==> config.mk <==
export PLATFORM = sky130hd
export DESIGN_NAME = dbg_csr
export DESIGN_NICKNAME = d
export VERILOG_FILES = /design/src/rtl/dbg_csr_pkg.sv /design/src/rtl/dbg_bp_status.sv /design/src/rtl/dbg_halt_flags.sv /design/src/rtl/dbg_pin_irq.sv /design/src/rtl/dbg_csr.sv
export SDC_FILE = /design/constraint.sdc
export NUM_CORES = 1
export LEC_CHECK = 0
export BUFFER_PORTS_ARGS = -buffer_cell sky130_fd_sc_hd__buf_2
export CAP_MARGIN = 20
export CORE_MARGIN = 3
export CORE_UTILIZATION = 35
export CTS_CLUSTER_DIAMETER = 30
export DETAILED_ROUTE_END_ITERATION = 16
export PLACE_DENSITY = 0.78
export REMOVE_ABC_BUFFERS = 1
export SLEW_MARGIN = 20
export SYNTH_ARGS = -nofsm -noshare
export SYNTH_HDL_FRONTEND = slang
export SYNTH_SLANG_ARGS = --single-unit
==> constraint.sdc <==
create_clock -name clk -period 1.1 [get_ports clk]
set_clock_uncertainty 0.1 [all_clocks]
set_input_delay 0.165 -clock clk [delete_from_list [all_inputs] [get_ports clk]]
set_output_delay 0.165 -clock clk [all_outputs]
set_load 0.01 [all_outputs]
==> src/rtl/dbg_csr_pkg.sv <==
package dbg_csr_pkg;
  localparam int unsigned CSR_W     = 32;
  localparam int unsigned STAT_LSB  = 28;
  localparam int unsigned FLAG_LSB  = 24;
  localparam int unsigned REV_LSB   = 20;
  localparam int unsigned CTRL_LSB  = 13;
  localparam int unsigned CTRL_W    = 6;
  localparam logic [3:0]  REV_CODE  = 4'b0010;

  typedef enum logic [3:0] {
    BS_IDLE  = 4'b0000,
    BS_WAIT1 = 4'b0001,
    BS_HIT1  = 4'b0010,
    BS_WAIT2 = 4'b0101,
    BS_HIT2  = 4'b0110
  } bstat_e;

  // bit 18 down to bit 13
  typedef struct packed {
    logic edge_mode;
    logic trace_off;
    logic wr_lock;
    logic map_space;
    logic emu_trace;
    logic emu_force;
  } ctrl_t;

  // bit 27 down to bit 24
  typedef struct packed {
    logic fof;
    logic trg;
    logic hlt;
    logic pin;
  } flags_t;
endpackage

==> src/rtl/dbg_bp_status.sv <==
module dbg_bp_status
  import dbg_csr_pkg::*;
(
  input  logic   clk,
  input  logic   rst_n,
  input  logic   td_wr,
  input  logic   td_l1_en,
  input  logic   td_l2_en,
  input  logic   l1_hit,
  input  logic   l2_hit,
  input  logic   csr_rd,
  output bstat_e status
);
  logic l2_armed;

  always_ff @(posedge clk) begin
    if (!rst_n) begin
      status   <= BS_IDLE;
      l2_armed <= 1'b0;
    end else if (td_wr) begin
      status   <= td_l1_en ? BS_WAIT1 : BS_IDLE;
      l2_armed <= td_l2_en;
    end else begin
      case (status)
        BS_WAIT1: if (l1_hit) status <= l2_armed ? BS_WAIT2 : BS_HIT1;
        BS_WAIT2: if (l2_hit) status <= BS_HIT2;
        BS_HIT1:  if (csr_rd && !l2_armed) status <= BS_IDLE;
        BS_HIT2:  if (csr_rd) status <= BS_IDLE;
        default:  status <= status;
      endcase
    end
  end

  AST_L2_ADVANCE: assert property (@(posedge clk) disable iff (!rst_n)
    (status == BS_WAIT2 && l2_hit && !td_wr) |=> (status == BS_HIT2));
  AST_RD_CLEAR: assert property (@(posedge clk) disable iff (!rst_n)
    (status == BS_HIT2 && csr_rd && !td_wr) |=> (status == BS_IDLE));
  AST_IDLE_HOLD: assert property (@(posedge clk) disable iff (!rst_n)
    (status == BS_IDLE && !td_wr) |=> (status == BS_IDLE));
endmodule

==> src/rtl/dbg_halt_flags.sv <==
module dbg_halt_flags
  import dbg_csr_pkg::*;
(
  input  logic   clk,
  input  logic   rst_n,
  input  logic   ev_fof,
  input  logic   ev_trg,
  input  logic   ev_hlt,
  input  logic   ev_pin,
  input  logic   go,
  output flags_t flags
);
  always_ff @(posedge clk) begin
    if (!rst_n) begin
      flags <= '0;
    end else begin
      flags.fof <= flags.fof | ev_fof;
      flags.trg <= ev_trg | (flags.trg & ~go);
      flags.hlt <= ev_hlt | (flags.hlt & ~go);
      flags.pin <= ev_pin | (flags.pin & ~go);
    end
  end

  AST_FOF_STICKY: assert property (@(posedge clk) disable iff (!rst_n)
    flags.fof |=> flags.fof);
  AST_GO_CLEARS: assert property (@(posedge clk) disable iff (!rst_n)
    (go && !ev_trg && !ev_hlt && !ev_pin) |=> !(flags.trg || flags.hlt || flags.pin));
endmodule

==> src/rtl/dbg_pin_irq.sv <==
module dbg_pin_irq #(
  parameter int unsigned SYNC_STAGES = 2
) (
  input  logic clk,
  input  logic rst_n,
  input  logic pin_n,
  input  logic edge_mode,
  input  logic boundary,
  output logic pin_low,
  output logic irq_pulse,
  output logic irq_pend
);
  localparam int unsigned CHAIN = SYNC_STAGES + 1;
  logic [CHAIN-1:0] chain;
  logic             fall;

  always_ff @(posedge clk) begin
    if (!rst_n) chain[0] <= 1'b1;
    else        chain[0] <= pin_n;
  end

  for (genvar g = 1; g < CHAIN; g++) begin : g_sync
    always_ff @(posedge clk) begin
      if (!rst_n) chain[g] <= 1'b1;
      else        chain[g] <= chain[g-1];
    end
  end

  assign pin_low = ~chain[SYNC_STAGES-1];
  assign fall    = chain[SYNC_STAGES] & ~chain[SYNC_STAGES-1];

  always_ff @(posedge clk) begin
    if (!rst_n) begin
      irq_pulse <= 1'b0;
      irq_pend  <= 1'b0;
    end else begin
      irq_pulse <= fall & edge_mode & ~irq_pend;
      if (irq_pend) begin
        if (boundary) irq_pend <= 1'b0;
      end else if (fall && edge_mode) begin
        irq_pend <= 1'b1;
      end
    end
  end

  AST_IRQ_PULSE: assert property (@(posedge clk) disable iff (!rst_n)
    irq_pulse |=> !irq_pulse);
  AST_NO_NEST: assert property (@(posedge clk) disable iff (!rst_n)
    (irq_pend && !boundary) |=> !irq_pulse);
  AST_PEND_WITH_PULSE: assert property (@(posedge clk) disable iff (!rst_n)
    irq_pulse |-> irq_pend);
endmodule

==> src/rtl/dbg_csr.sv <==
module dbg_csr
  import dbg_csr_pkg::*;
#(
  parameter int unsigned SYNC_STAGES = 2
) (
  input  logic        clk,
  input  logic        rst_n,
  input  logic        csr_wr,
  input  logic        csr_rd,
  input  logic        csr_host,
  input  logic [31:0] csr_wdata,
  output logic [31:0] csr_rdata,
  input  logic        td_wr,
  input  logic        td_l1_en,
  input  logic        td_l2_en,
  input  logic        bp_l1_hit,
  input  logic        bp_l2_hit,
  input  logic        core_fof,
  input  logic        core_trg,
  input  logic        core_halt,
  input  logic        go_cmd,
  input  logic        bkpt_n,
  input  logic        inst_boundary,
  input  logic        trace_valid_in,
  output logic        bkpt_halt_req,
  output logic        dbg_irq,
  output logic        dbg_irq_pend,
  output logic        trace_clk_en,
  output logic        trace_valid_out,
  output logic        emu_map_space,
  output logic        emu_on_trace,
  output logic        emu_force
);
  bstat_e status;
  flags_t flags;
  ctrl_t  ctrl;
  ctrl_t  ctrl_wv;
  ctrl_t  ctrl_nxt;
  logic   wr_take;
  logic   pin_low;
  logic   unused_wbits;

  assign unused_wbits = ^{csr_wdata[CSR_W-1:CTRL_LSB+CTRL_W], csr_wdata[CTRL_LSB-1:0]};

  dbg_bp_status i_status (
    .clk      (clk),
    .rst_n    (rst_n),
    .td_wr    (td_wr),
    .td_l1_en (td_l1_en),
    .td_l2_en (td_l2_en),
    .l1_hit   (bp_l1_hit),
    .l2_hit   (bp_l2_hit),
    .csr_rd   (csr_rd),
    .status   (status)
  );

  dbg_pin_irq #(.SYNC_STAGES(SYNC_STAGES)) i_pin (
    .clk       (clk),
    .rst_n     (rst_n),
    .pin_n     (bkpt_n),
    .edge_mode (ctrl.edge_mode),
    .boundary  (inst_boundary),
    .pin_low   (pin_low),
    .irq_pulse (dbg_irq),
    .irq_pend  (dbg_irq_pend)
  );

  assign bkpt_halt_req = pin_low & ~ctrl.edge_mode;

  dbg_halt_flags i_flags (
    .clk    (clk),
    .rst_n  (rst_n),
    .ev_fof (core_fof),
    .ev_trg (core_trg),
    .ev_hlt (core_halt),
    .ev_pin (bkpt_halt_req),
    .go     (go_cmd),
    .flags  (flags)
  );

  // control bits: core writes blocked by the lock, lock owned by host
  assign wr_take = csr_wr & (csr_host | ~ctrl.wr_lock);
  assign ctrl_wv = ctrl_t'(csr_wdata[CTRL_LSB +: CTRL_W]);

  always_comb begin
    ctrl_nxt = ctrl_wv;
    if (!csr_host) ctrl_nxt.wr_lock = ctrl.wr_lock;
  end

  always_ff @(posedge clk) begin
    if (!rst_n)       ctrl <= '0;
    else if (wr_take) ctrl <= ctrl_nxt;
  end

  assign csr_rdata = {status, flags, REV_CODE, 1'b0, ctrl, {CTRL_LSB{1'b0}}};

  assign trace_clk_en    = ~ctrl.trace_off;
  assign trace_valid_out = trace_valid_in & ~ctrl.trace_off;
  assign emu_map_space   = ctrl.map_space;
  assign emu_on_trace    = ctrl.emu_trace;
  assign emu_force       = ctrl.emu_force;

  AST_LOCK_GUARD: assert property (@(posedge clk) disable iff (!rst_n)
    (csr_wr && !csr_host && ctrl.wr_lock) |=> (ctrl == $past(ctrl)));
  AST_CORE_NO_LOCK: assert property (@(posedge clk) disable iff (!rst_n)
    (csr_wr && !csr_host) |=> (ctrl.wr_lock == $past(ctrl.wr_lock)));
  AST_EDGE_NO_HALT: assert property (@(posedge clk) disable iff (!rst_n)
    ctrl.edge_mode |-> !bkpt_halt_req);
endmodule

# After elaboration in Yosys (flattened, before gate mapping)
# Cells that the tools add are included.
[word_totals] regBits=20 in_bits=49 out_inout_bits=40 wordCells=62
[classes] eq_ne=8 muxes=11 bitwise_logic=20 n_reduce_logical=6
[op_table] cell="4-bit two-way mux" count=5
[op_table] cell="4-bit case mux with 4 select lines" count=1
[op_table] cell="1-bit AND" count=9
[op_table] cell="3-bit != test, second input constant" count=3
[op_table] cell="4-bit by 3-bit == test with 1-bit output, second input constant" count=2
[op_table] cell="1-bit NOT" count=6
[op_table] cell="1-bit bitwise OR" count=5
[op_table] cell="5-bit AND reduction" count=1
[op_table] cell="5-bit nonzero test" count=1
[op_table] cell="4-bit by 1-bit == test with 1-bit output, second input constant" count=1
[op_table] cell="4-bit by 2-bit == test with 1-bit output, second input constant" count=1
[op_table] cell="1-bit two-way mux" count=4
[op_table] cell="3-bit two-way mux" count=1
[op_table] cell="3-bit by 2-bit != test with 1-bit output, second input constant" count=1
[op_table] cell="1-bit logical AND" count=2
[op_table] cell="2-bit AND reduction" count=1
[op_table] cell="1-bit logical NOT" count=1

# Logic depth before layout (Yosys ltp)
# Gate-level depths: netlist of the first run.
[logic_depth] word_depth=5 depth_mapped=4 ltp_nobuf=3

# By module
# From an unflattened synthesis of the first run, not the netlist that was laid out.
[hier_totals] cells_unflattened=110 area_unflattened_um2=987.2
[by_module_without_submodules] mod="dbg_csr" n_inst=1 cells_each=54 area_each_um2=436.7 seq_area_each_um2=120.1
[by_module_without_submodules] mod="dbg_bp_status" n_inst=1 cells_each=32 area_each_um2=276.5 seq_area_each_um2=80.1
[by_module_without_submodules] mod="dbg_pin_irq" n_inst=1 cells_each=13 area_each_um2=145.1 seq_area_each_um2=100.1
[by_module_without_submodules] mod="dbg_halt_flags" n_inst=1 cells_each=11 area_each_um2=128.9 seq_area_each_um2=80.1

# Worst setup path after synthesis of the first run
# No wires, ideal clock.
[synth_timing] kind="flip-flop to flip-flop" from="register i_status.status[2]" to="register i_status.status[1]" setup_time_ns=0.122 t_arrival_ns=0.868 t_required_ns=0.878 slack_ns=0.011 stages_incl_launch_ff=4 n_path_buf=0 period_less_slack_ns=1.089 cell_sequence="dfxtp_1 -> and4bb_2 -> a31oi_1 -> a21oi_1"
[synth_between] elab_chain_cells=3 word_cells_on_any_way=12 classes_between="eq/ne: 8; mux: 2; reduce/logical: 2"
[synth_rtl] item="start, declared" line_no="dbg_bp_status.sv:12" rtl="output bstat_e status"
[synth_rtl] item="start signal, assigned" line_no="dbg_bp_status.sv:21" rtl="status <= td_l1_en ? BS_WAIT1 : BS_IDLE;"
[synth_rtl] item="start signal, assigned" line_no="dbg_bp_status.sv:25" rtl="BS_WAIT1: if (l1_hit) status <= l2_armed ? BS_WAIT2 : BS_HIT1;"
[synth_rtl] item="start signal, assigned" line_no="dbg_bp_status.sv:29" rtl="default: status <= status;"
[synth_rtl] item="4-bit by 2-bit == test with 1-bit output, or another cell as far along" line_no="dbg_bp_status.sv:24" rtl="case (status)"
[synth_rtl] item="3-bit by 2-bit != test with 1-bit output (no source line), or another cell as far along"
[synth_rtl] item="5-bit AND reduction (no source line) or 4-bit two-way mux (tied branches)"
# Several ways; a longest one is shown, not always the timed one.
# A chain may end at the register's enable or synchronous reset.

# Worst setup path after layout of the first run
[layout_timing] from="register ctrl (netlist bit csr_rdata[18])" to="output port bkpt_halt_req"
[layout_between] elab_chain_cells=2
[layout_rtl] item="start, declared" line_no="dbg_csr.sv:36" rtl="ctrl_t ctrl;"
[layout_rtl] item="start signal, assigned" line_no="dbg_csr.sv:92" rtl="else if (wr_take) ctrl <= ctrl_nxt;"
[layout_rtl] item="1-bit NOT" line_no="dbg_csr.sv:68" rtl="assign bkpt_halt_req = pin_low & ~ctrl.edge_mode;"
[layout_rtl] item="1-bit AND" line_no="dbg_csr.sv:68"
[layout_rtl] item="end, declared" line_no="dbg_csr.sv:25" rtl="output logic bkpt_halt_req,"
# No other way between the ends.

==> results of run 1 <==
-- cell families (layout without fill, tap and decap cells) --
group	count (synthesis)	after routing	synth area share, %
other	2	19	0.816
muxes	1	1	1.09
DFF	19	19	41.3
and+or+nand+nor	33	34	21.1
buffers and inverters	31	63	22.3
AOI/OAI and AO/OA	23	23	13.5
-- layout by cell type, fill, tap and decap left out, types with 3 or more instances in the layout --
master	n
conb_1	19
nand3b_1	5
dfxtp_2	8
dfxtp_1	7
buf_2	37
a21oi_1	10
nand2b_1	5
inv_1	6
nand2_1	5
dfxtp_4	4
clkbuf_4	3
nor2_1	6
o21ai_0	7
buf_6	6
dlygate4sd3_1	8
-- per-stage QoR --
stage,TNS [ps],hold slack (ps)
global route,-299,21.5
finish,-61.1,22.7
floorplan,0,138
global placement,0,247
detailed placement,-15.3,254
CTS,-105,1.18
-- flip-flops by register name (all words and copies together), names as in the netlist --
signal and flops:
csr_rdata 3, i_status.l2_armed 1, emu_map_space 1, i_flags.flags 4
i_pin.chain 3, i_status.status 3, i_pin.irq_pulse 1, emu_on_trace 1
emu_force 1, i_pin.irq_pend 1
-- layer usage --
metal	GRT usage [%]	wire (µm)	up-vias
met3	3.17	174	0
li1	-	-	418
met1	11.0	773	369
met5	0	0	-
met2	24.3	1120	37
met4	3.97	0	0
-- worst register-to-register path, stage by stage (launching register included) --
cell	delay (ps)
dfxtp_4	410
nand2_4	50
or3_4	360
a21oi_2	120
-- power groups by stage --
stage	sequential, µW	clock [µW]	combinational [µW]
after floorplan	768	0	91.7
after global placement	753	0	196
after detailed placement	756	0	203
after CTS	742	369	226
after global routing	748	399	268
final	742	352	243
-- final timing paths --
path | start | end
worst min register to register | i_pin.chain[0] | i_pin.chain[1]
worst max-delay path | csr_rdata[18] | bkpt_halt_req
worst max register to register | csr_rdata[18] | i_pin.irq_pend
worst min-delay path | rst_n | i_pin.chain[2]
-- repair_timing --
item / in CTS / in global routing
cloned: 0 / 1
gates resized for setup: 11 / 21
hold buffers: 7 / 1
buffers inserted: 1 / 1
setup endpoints to repair: 16 / 20
pin swaps: 1 / 5
hold endpoints to repair: 7 / 1
-- area by class of cell --
cell class / count / area, µm² / share of cell area [%]
Inverter: 6 / 22.5 / 1.76
Multi-Input combinational cell: 77 / 440 / 34.5
Sequential cell: 19 / 405 / 31.7
Timing Repair Buffer: 53 / 348 / 27.2
Clock buffer: 4 / 26.3 / 2.06
Tap cell: 28 / 35.0 / 2.74
==> results.sh, run 1 <==
export IMPL_fp_dieW_um=57.3
export IMPL_status="finished, violations left"
export IMPL_hold_path_class="in -> reg"
export IMPL_seq_area_frac_synth_pct=41.3
export IMPL_power_frac_comb_pct=18.2
export IMPL_dp_cells=172
export IMPL_yosysTopAreaCell="dfxtp_1"
export IMPL_placed_area_mm2=0.00105
export IMPL_max_cap_viol_count=0
export IMPL_synth_ff_type="dfxtp_1"
export IMPL_wl_per_cell_um=11.1
export IMPL_fin_ws_ps=-39.2
export IMPL_max_freq_mhz=878
export IMPL_critPathMaxFanout=4
export IMPL_switching_power_uw=363
export IMPL_dp_slack_ps=-10.2
export IMPL_hold_viol=0
export IMPL_htreeDepth=1
export IMPL_synth_area_um2=921
export IMPL_drt_wl_total_mm=2.07
export IMPL_p_clk_share_pct=26.3
export IMPL_powerDensity_mw_per_mm2=1050
export IMPL_crit_slowest_cell="dfxtp_4"
export IMPL_ios=89
export IMPL_total_power_uw=1340
export IMPL_arrival_ps=870
export IMPL_cts_tree="done"
export IMPL_path_delay_family="flip-flops"
export IMPL_synth_area_leaders="dfxtp_1 (41%), buf_4 (19%), a21oi_1 (6.5%), o21ai_0 (4.3%), nand3b_1 (4.1%)"
export IMPL_num_vias=824
export IMPL_drtAntennaViolNets=0
export IMPL_dp_hpwl_mm=1.56
export IMPL_setup_viol=2
export IMPL_post_route_util_pct=54.1
export IMPL_io_buffers=43
export IMPL_clock_path_buffers=2
export IMPL_overflow=0
export IMPL_dieArea_mm2=0.00328
export IMPL_synth_seq_cells=19
export IMPL_routabilityCongestion=0.636
export IMPL_clockRootBuffer="clkbuf_4"
export IMPL_rsz0062_at_grt="true"
export IMPL_path_class="reg -> out"
export IMPL_via_per_inst=4.41
export IMPL_grt_total_usage_pct=11.9
export IMPL_fin_cells=187
export IMPL_yosysTopAreaCellShare_pct=41.3
export IMPL_rows=17
export IMPL_synth_commonest_cells="buf_4 (23), dfxtp_1 (19), a21oi_1 (12)"
export IMPL_area_growth_pct=38.7
export IMPL_cp_required_ps=830
export IMPL_synth_area_per_cell_um2=8.45
export IMPL_synth_most_common_cell="buf_4"
export IMPL_numCtsBuffers=3
export IMPL_violations="setup timing"
export IMPL_fin_crit_sh_pct=104
export IMPL_sequentialPowerShare_pct=55.5
export IMPL_r2r_worst_path_cells=3
export IMPL_clk_latency_ps=290
export IMPL_rrSetupSlack_ps=0
export IMPL_internal_power_uw=974
export IMPL_irDropWorstVdd_mv=0.703
export IMPL_clk_pin_slew_ps=110
export IMPL_drtIter0Drc=2
export IMPL_antenna_found_initial=0
export IMPL_synth_enable_flop_cells=0
export IMPL_path_cells="nor2_4 -> buf_6"
export IMPL_drive_above_1_share_pct=44.0
export IMPL_fin_nets=209
export IMPL_yosysWarnings=0
export IMPL_placeableCoreArea_mm2=0.00236
export IMPL_antenna_cells=0
export IMPL_final_area_mm2=0.00128
export IMPL_firstDrtPassIters=2
export IMPL_grt_max_degree=13
export IMPL_fill_cells=230
export IMPL_route_detailed_drc=0
export IMPL_max_stage_delay_ps=390
export IMPL_cp_start_kind="flop"
export IMPL_start_util_pct=39.0
export IMPL_cp_num_cells=2
export IMPL_holdPathStages=2
export IMPL_grt_pass1_wl_mm=3.08
export IMPL_worst_setup_path_end_kind="primary output"
export IMPL_syn_inst=109
export IMPL_crit_buf_inv=1
export IMPL_die_y_um=57.3
export IMPL_period_needed_ps=1140
export IMPL_p_leak_uw=0.000601
export IMPL_async_flop_share_pct=0
export IMPL_switching_share_pct=27.1
export IMPL_maxSlewViolCount=0
export IMPL_numClockSinks=19
export IMPL_grt_pass1_vias=763
export IMPL_ys_types=23
No activity file was read; power rests on OpenSTA's default activity.
==> run 2: changes to the inputs <==
==> constraint.sdc (replaced) <==
create_clock -name clk -period 1.1 [get_ports clk]
set_clock_uncertainty 0.1 [all_clocks]
set_input_delay 0.055 -clock clk [delete_from_list [all_inputs] [get_ports clk]]
set_output_delay 0.055 -clock clk [all_outputs]
set_load 0.01 [all_outputs]
==> run 2 against run 1 <==
Net effect: the run now ends clean; non-clock buffer count is 11 higher; count of clock-buffer cells in the layout is 1 lower; via count is 5.9% higher; first-iteration DRC count grew to 8.0 times the previous value; largest power group unchanged.
==> results.sh, run 2 (synthesis gave the netlist of run 1 again) <==
export IMPL_status="completed"
export IMPL_antenna_found_initial=0
export IMPL_via_per_inst=4.41
export IMPL_powerDensity_mw_per_mm2=1020
export IMPL_period_needed_ps=1090
export IMPL_dieArea_mm2=0.00328
export IMPL_cts_tree="done"
export IMPL_path_cells="buf_6 -> nor2_4 -> buf_6"
export IMPL_wl_per_cell_um=10.7
export IMPL_route_detailed_drc=0
export IMPL_worstHoldStart="csr_rd"
export IMPL_crit_top_cell="buf_6"
export IMPL_critPathMaxFanout=3
export IMPL_routabilityCongestion=0.633
export IMPL_rrSetupSlack_ps=50
export IMPL_largest_reg_flops=4
export IMPL_maxSlewViolCount=0
export IMPL_num_vias=873
export IMPL_cp_required_ps=940
export IMPL_worst_setup_path_end_kind="primary output"
export IMPL_grt_pass1_vias=821
export IMPL_final_area_mm2=0.00134
export IMPL_hold_path_class="in -> reg"
export IMPL_fp_dieW_um=57.3
export IMPL_fin_crit_sh_pct=98.9
export IMPL_die_y_um=57.3
export IMPL_fin_nets=220
export IMPL_post_route_util_pct=56.7
export IMPL_clock_path_buffers=2
export IMPL_clk_latency_ps=290
export IMPL_r2r_start="i_status.status[2]"
export IMPL_dp_hpwl_mm=1.54
export IMPL_final_common_cell="buf_2"
export IMPL_r2r_end="i_status.status[2]"
export IMPL_setup_viol=0
export IMPL_clk_pin_slew_ps=110
export IMPL_clockRootBuffer="clkbuf_4"
export IMPL_ios=89
export IMPL_drt_wl_total_mm=2.12
export IMPL_start_util_pct=39.0
export IMPL_placed_area_mm2=0.00106
export IMPL_io_buffers=43
export IMPL_r2r_worst_path_cells=3
export IMPL_numClockSinks=19
export IMPL_rows=17
export IMPL_grt_pass1_wl_mm=3.26
export IMPL_overflow=0
export IMPL_area_growth_pct=45.2
export IMPL_max_stage_delay_ps=340
export IMPL_numCtsBuffers=3
export IMPL_max_freq_mhz=920
export IMPL_htreeDepth=1
export IMPL_grt_max_degree=13
export IMPL_fill_cells=215
export IMPL_regMostFlops="i_flags.flags"
export IMPL_hold_end="i_status.status[1]"
export IMPL_firstDrtPassIters=3
export IMPL_placeableCoreArea_mm2=0.00236
export IMPL_drtAntennaViolNets=0
export IMPL_antenna_cells=0
export IMPL_rsz0062_at_grt="true"
export IMPL_holdPathStages=4
export IMPL_arrival_ps=930
export IMPL_grt_total_usage_pct=12.3
export IMPL_cp_start_kind="flop"
export IMPL_final_cell_mix="buf_2 (41), conb_1 (19), dlygate4sd3_1 (19)"
export IMPL_irDropWorstVdd_mv=0.754
export IMPL_path_class="reg -> out"
export IMPL_drive_above_1_share_pct=36.5
export IMPL_hold_viol=0
export IMPL_p_leak_uw=0.000641
export IMPL_max_cap_viol_count=0
export IMPL_crit_slowest_cell="dfxtp_2"
export IMPL_drtIter0Drc=16
run 2: critical path, delay by kind of cell (launching register included):
| kind | cells | cell delay [ps] |
|---|---|---|
| buffers and inverters | 2 | 230 |
| and+or+nand+nor | 1 | 80 |
| DFF | 1 | 340 |
run 2: how the worst max path moves through the flow:
stage,from,to,slack (ps),cells past startpoint
after floorplan,i_status.status[2],i_status.status[1],10,3
after CTS,csr_rdata[18],bkpt_halt_req,-20,3
after global routing,csr_rdata[18],bkpt_halt_req,-50,3
after global placement,i_status.status[2],i_status.status[1],30,3
final,csr_rdata[18],bkpt_halt_req,10,3
after detailed placement,csr_rdata[16],emu_on_trace,-7,3
run 2: area by class of cell:
class | count | area (µm²) | area share (%)
clock buffer | 3 | 22.5 | 1.68
clock inverter | 1 | 5.00 | 0.374
inverter | 6 | 22.5 | 1.68
multi-input combinational | 77 | 429 | 32.1
sequential | 19 | 390 | 29.2
tap | 28 | 35.0 | 2.62
timing repair buffer | 64 | 433 | 32.4
run 2: routing by layer:
metal	global-route usage, %	vias to the layer above	routed length [µm]
li1	-	439	-
met1	12.7	395	798
met2	23.8	37	1140
met3	3.17	2	164
met4	3.97	0	11
met5	0	-	0
run 2: what timing repair did:
item                                    in CTS  in global routing
hold buffers                                19                  0
setup buffers                                0                  1
resized for setup                            7                 10
endpoints found under the setup margin       4                  8
gates cloned                                 0                  1
pin swaps                                    1                  2
endpoints found under the hold margin       19                  0
run 2: report_power, final:
part | switching, µW | total, µW | internal, µW
logic | 134 | 274 | 140
registers | 21.4 | 739 | 718
clock network | 212 | 347 | 135
total | 368 | 1360 | 993
run 2: through the flow:
| stage | hold slack, ps | setup TNS (ps) | power [µW] | worst slack (ps) | instances |
|---|---|---|---|---|---|
| finish | 21.1 | 0 | 1360 | 12.6 | 198 |
| global route | 39.5 | -98.9 | 1440 | -47.4 | 198 |
| CTS | 16.6 | -15.4 | 1370 | -15.4 | 196 |
| detailed placement | 150 | -6.82 | 961 | -6.82 | 173 |
| global placement | 137 | 0 | 953 | 33.4 | 173 |
| floorplan | 28.0 | 0 | 859 | 10.7 | 101 |
==> run 3: changes to the inputs <==
Settings changed: CORE_UTILIZATION 35 to 38, PLACE_DENSITY 0.78 to 0.84.
Clock period 1.1 ns to 1.34 ns, I/O delays scaled along.
==> run 3 against run 2 <==
Net effect: the flow now finishes with violations (hold timing); core utilization shrank 1.2 points; setup slack better by 37 ps; total power shrank 20%; register-to-register slack improved by 150 ps; final area fell by 6.5%; combinational power shrank 25%; sequential share of layout area up 1.2 points; non-clock buffer count decreased by 4; clock power is 20% lower; count of clock-buffer cells in the layout unchanged; via count down 2.1%; largest cell class is now multi-input gates.
==> results.sh, run 3 (synthesis gave the netlist of run 1 again) <==
export IMPL_violations="hold timing"
export IMPL_cp_start_kind="primary input"
export IMPL_cp_required_ps=1430
export IMPL_final_common_cell="buf_2"
export IMPL_numClockSinks=19
export IMPL_final_cell_mix="buf_2 (43), conb_1 (19), dfxtp_1 (19)"
export IMPL_maxSlewViolCount=0
export IMPL_fin_setup_tns_ps=0
export IMPL_routabilityCongestion=0.638
export IMPL_grt_total_usage_pct=13.4
export IMPL_ios=89
export IMPL_max_freq_mhz=775
export IMPL_clk_pin_slew_ps=110
export IMPL_holdWs_ps=-32.4
export IMPL_path_class="in -> reg"
export IMPL_fp_dieW_um=55.2
export IMPL_irDropWorstVdd_mv=0.608
export IMPL_path_cells="dlygate4sd3_1 -> buf_2 -> nand2b_1 -> dlygate4sd3_1"
export IMPL_regMostFlops="i_flags.flags"
export IMPL_rsz0062_at_grt="false"
export IMPL_fin_nets=215
export IMPL_start_util_pct=40.8
export IMPL_crit_top_cell="dlygate4sd3_1"
export IMPL_die_y_um=55.2
export IMPL_numCtsBuffers=3
export IMPL_antenna_found_initial=0
export IMPL_worst_setup_path_end_kind="flop"
export IMPL_fin_crit_sh_pct=96.3
export IMPL_drtIter0Drc=4
export IMPL_dp_slack_ps=247
export IMPL_grt_max_degree=13
export IMPL_clockRootBuffer="clkbuf_4"
export IMPL_crit_slowest_cell="dlygate4sd3_1"
export IMPL_cts_resized=0
export IMPL_hold_viol=2
export IMPL_rows=17
export IMPL_overflow=0
export IMPL_max_stage_delay_ps=540
export IMPL_max_cap_viol_count=0
export IMPL_powerDensity_mw_per_mm2=871
export IMPL_io_buffers=43
export IMPL_rrSetupSlack_ps=200
export IMPL_clock_path_buffers=2
export IMPL_fill_cells=213
export IMPL_placeableCoreArea_mm2=0.00225
export IMPL_wl_per_cell_um=10.7
export IMPL_drtAntennaViolNets=0
export IMPL_route_detailed_drc=0
export IMPL_largest_reg_flops=4
export IMPL_r2r_worst_path_cells=3
export IMPL_area_growth_pct=35.7
export IMPL_antenna_cells=0
export IMPL_drt_wl_total_mm=2.06
export IMPL_hold_path_class="in -> reg"
export IMPL_hold_end="csr_rdata[16]"
export IMPL_dieArea_mm2=0.00305
export IMPL_firstDrtPassIters=5
export IMPL_arrival_ps=1380
export IMPL_r2r_start="i_status.status[2]"
export IMPL_htreeDepth=1
export IMPL_worstHoldStart="csr_host"
export IMPL_dp_hpwl_mm=1.47
export IMPL_clk_latency_ps=290
export IMPL_cts_tree="done"
export IMPL_grt_pass1_wl_mm=3.33
export IMPL_via_per_inst=4.43
export IMPL_setup_viol=0
export IMPL_grt_pass1_vias=807
export IMPL_r2r_end="i_status.status[1]"
export IMPL_p_leak_uw=0.000613
export IMPL_status="finished, violations left"
export IMPL_fin_ws_ps=49.8
export IMPL_num_vias=855
export IMPL_period_needed_ps=1290
export IMPL_drive_above_1_share_pct=30.9
export IMPL_critPathMaxFanout=1
export IMPL_holdPathStages=3
run 3: changes by cell type in the layout (fill, tap and decap cells not counted), moves of 2 or more:
| cell | delta |
|---|---|
| buf_6 | -2 |
| buf_2 | +2 |
| dlygate4sd3_1 | -2 |
| o21ai_0 | +2 |
| dfxtp_2 | -5 |
| o21ai_1 | -2 |
| dfxtp_1 | +6 |
| nor2b_4 | -2 |
run 3: what timing repair did:
item | 4_1_cts | 5_1_grt
setup endpoints to repair | 0 | 3
hold buffers | 20 | 0
endpoints found under the hold margin | 18 | 0
setup buffers | 0 | 0
run 3: critical path, delay by kind of cell:
family | cells | cell delay (ps)
buffers and inverters | 3 | 1190
and+or+nand+nor | 1 | 120
run 3: layout make-up:
cell class / count / area (µm²) / area share (%)
multi-input cells: 76 / 399 / 31.9
repair buffers: 60 / 385 / 30.8
flip-flops and latches: 19 / 380 / 30.4
well taps: 28 / 35.0 / 2.80
clock buffers: 3 / 22.5 / 1.80
inverters: 6 / 22.5 / 1.80
clock inverters: 1 / 5.00 / 0.400
run 3: worst max path at each step:
stage                       startpoint  slack [ps]  cells past startpoint            endpoint
floorplan           i_status.status[2]         250                      3  i_status.status[1]
global placement    i_status.status[2]         280                      3  i_status.status[1]
detailed placement       csr_rdata[16]         250                      3        emu_on_trace
CTS                          core_halt          10                      5    i_flags.flags[1]
global route                    bkpt_n          20                      4      i_pin.chain[0]
finish                          bkpt_n          50                      4      i_pin.chain[0]
run 3: through the flow:
step	power (µW)	cells	util, %	cell area [µm²]	hold WS, ps
final	1090	193	55.4	1250	-32.4
after global routing	1140	193	55.4	1250	4.66
after CTS	1110	196	56.8	1280	3.05
after detailed placement	786	172	46.7	1050	169
after global placement	779	172	46.7	1050	149
after floorplan	705	101	-	802	40.0
run 3: power breakdown:
group / switching [µW] / total [µW] / internal (µW)
Clock: 165 / 276 / 111
Combinational: 105 / 206 / 101
Sequential: 16.3 / 606 / 590
Total: 286 / 1090 / 802
run 3: layer usage:
metal	wire [µm]	vias up	track usage (%)
met3	183	2	3.04
li1	-	431	-
met5	0	-	0
met4	6	0	2.08
met1	754	374	13.4
met2	1110	48	27.5
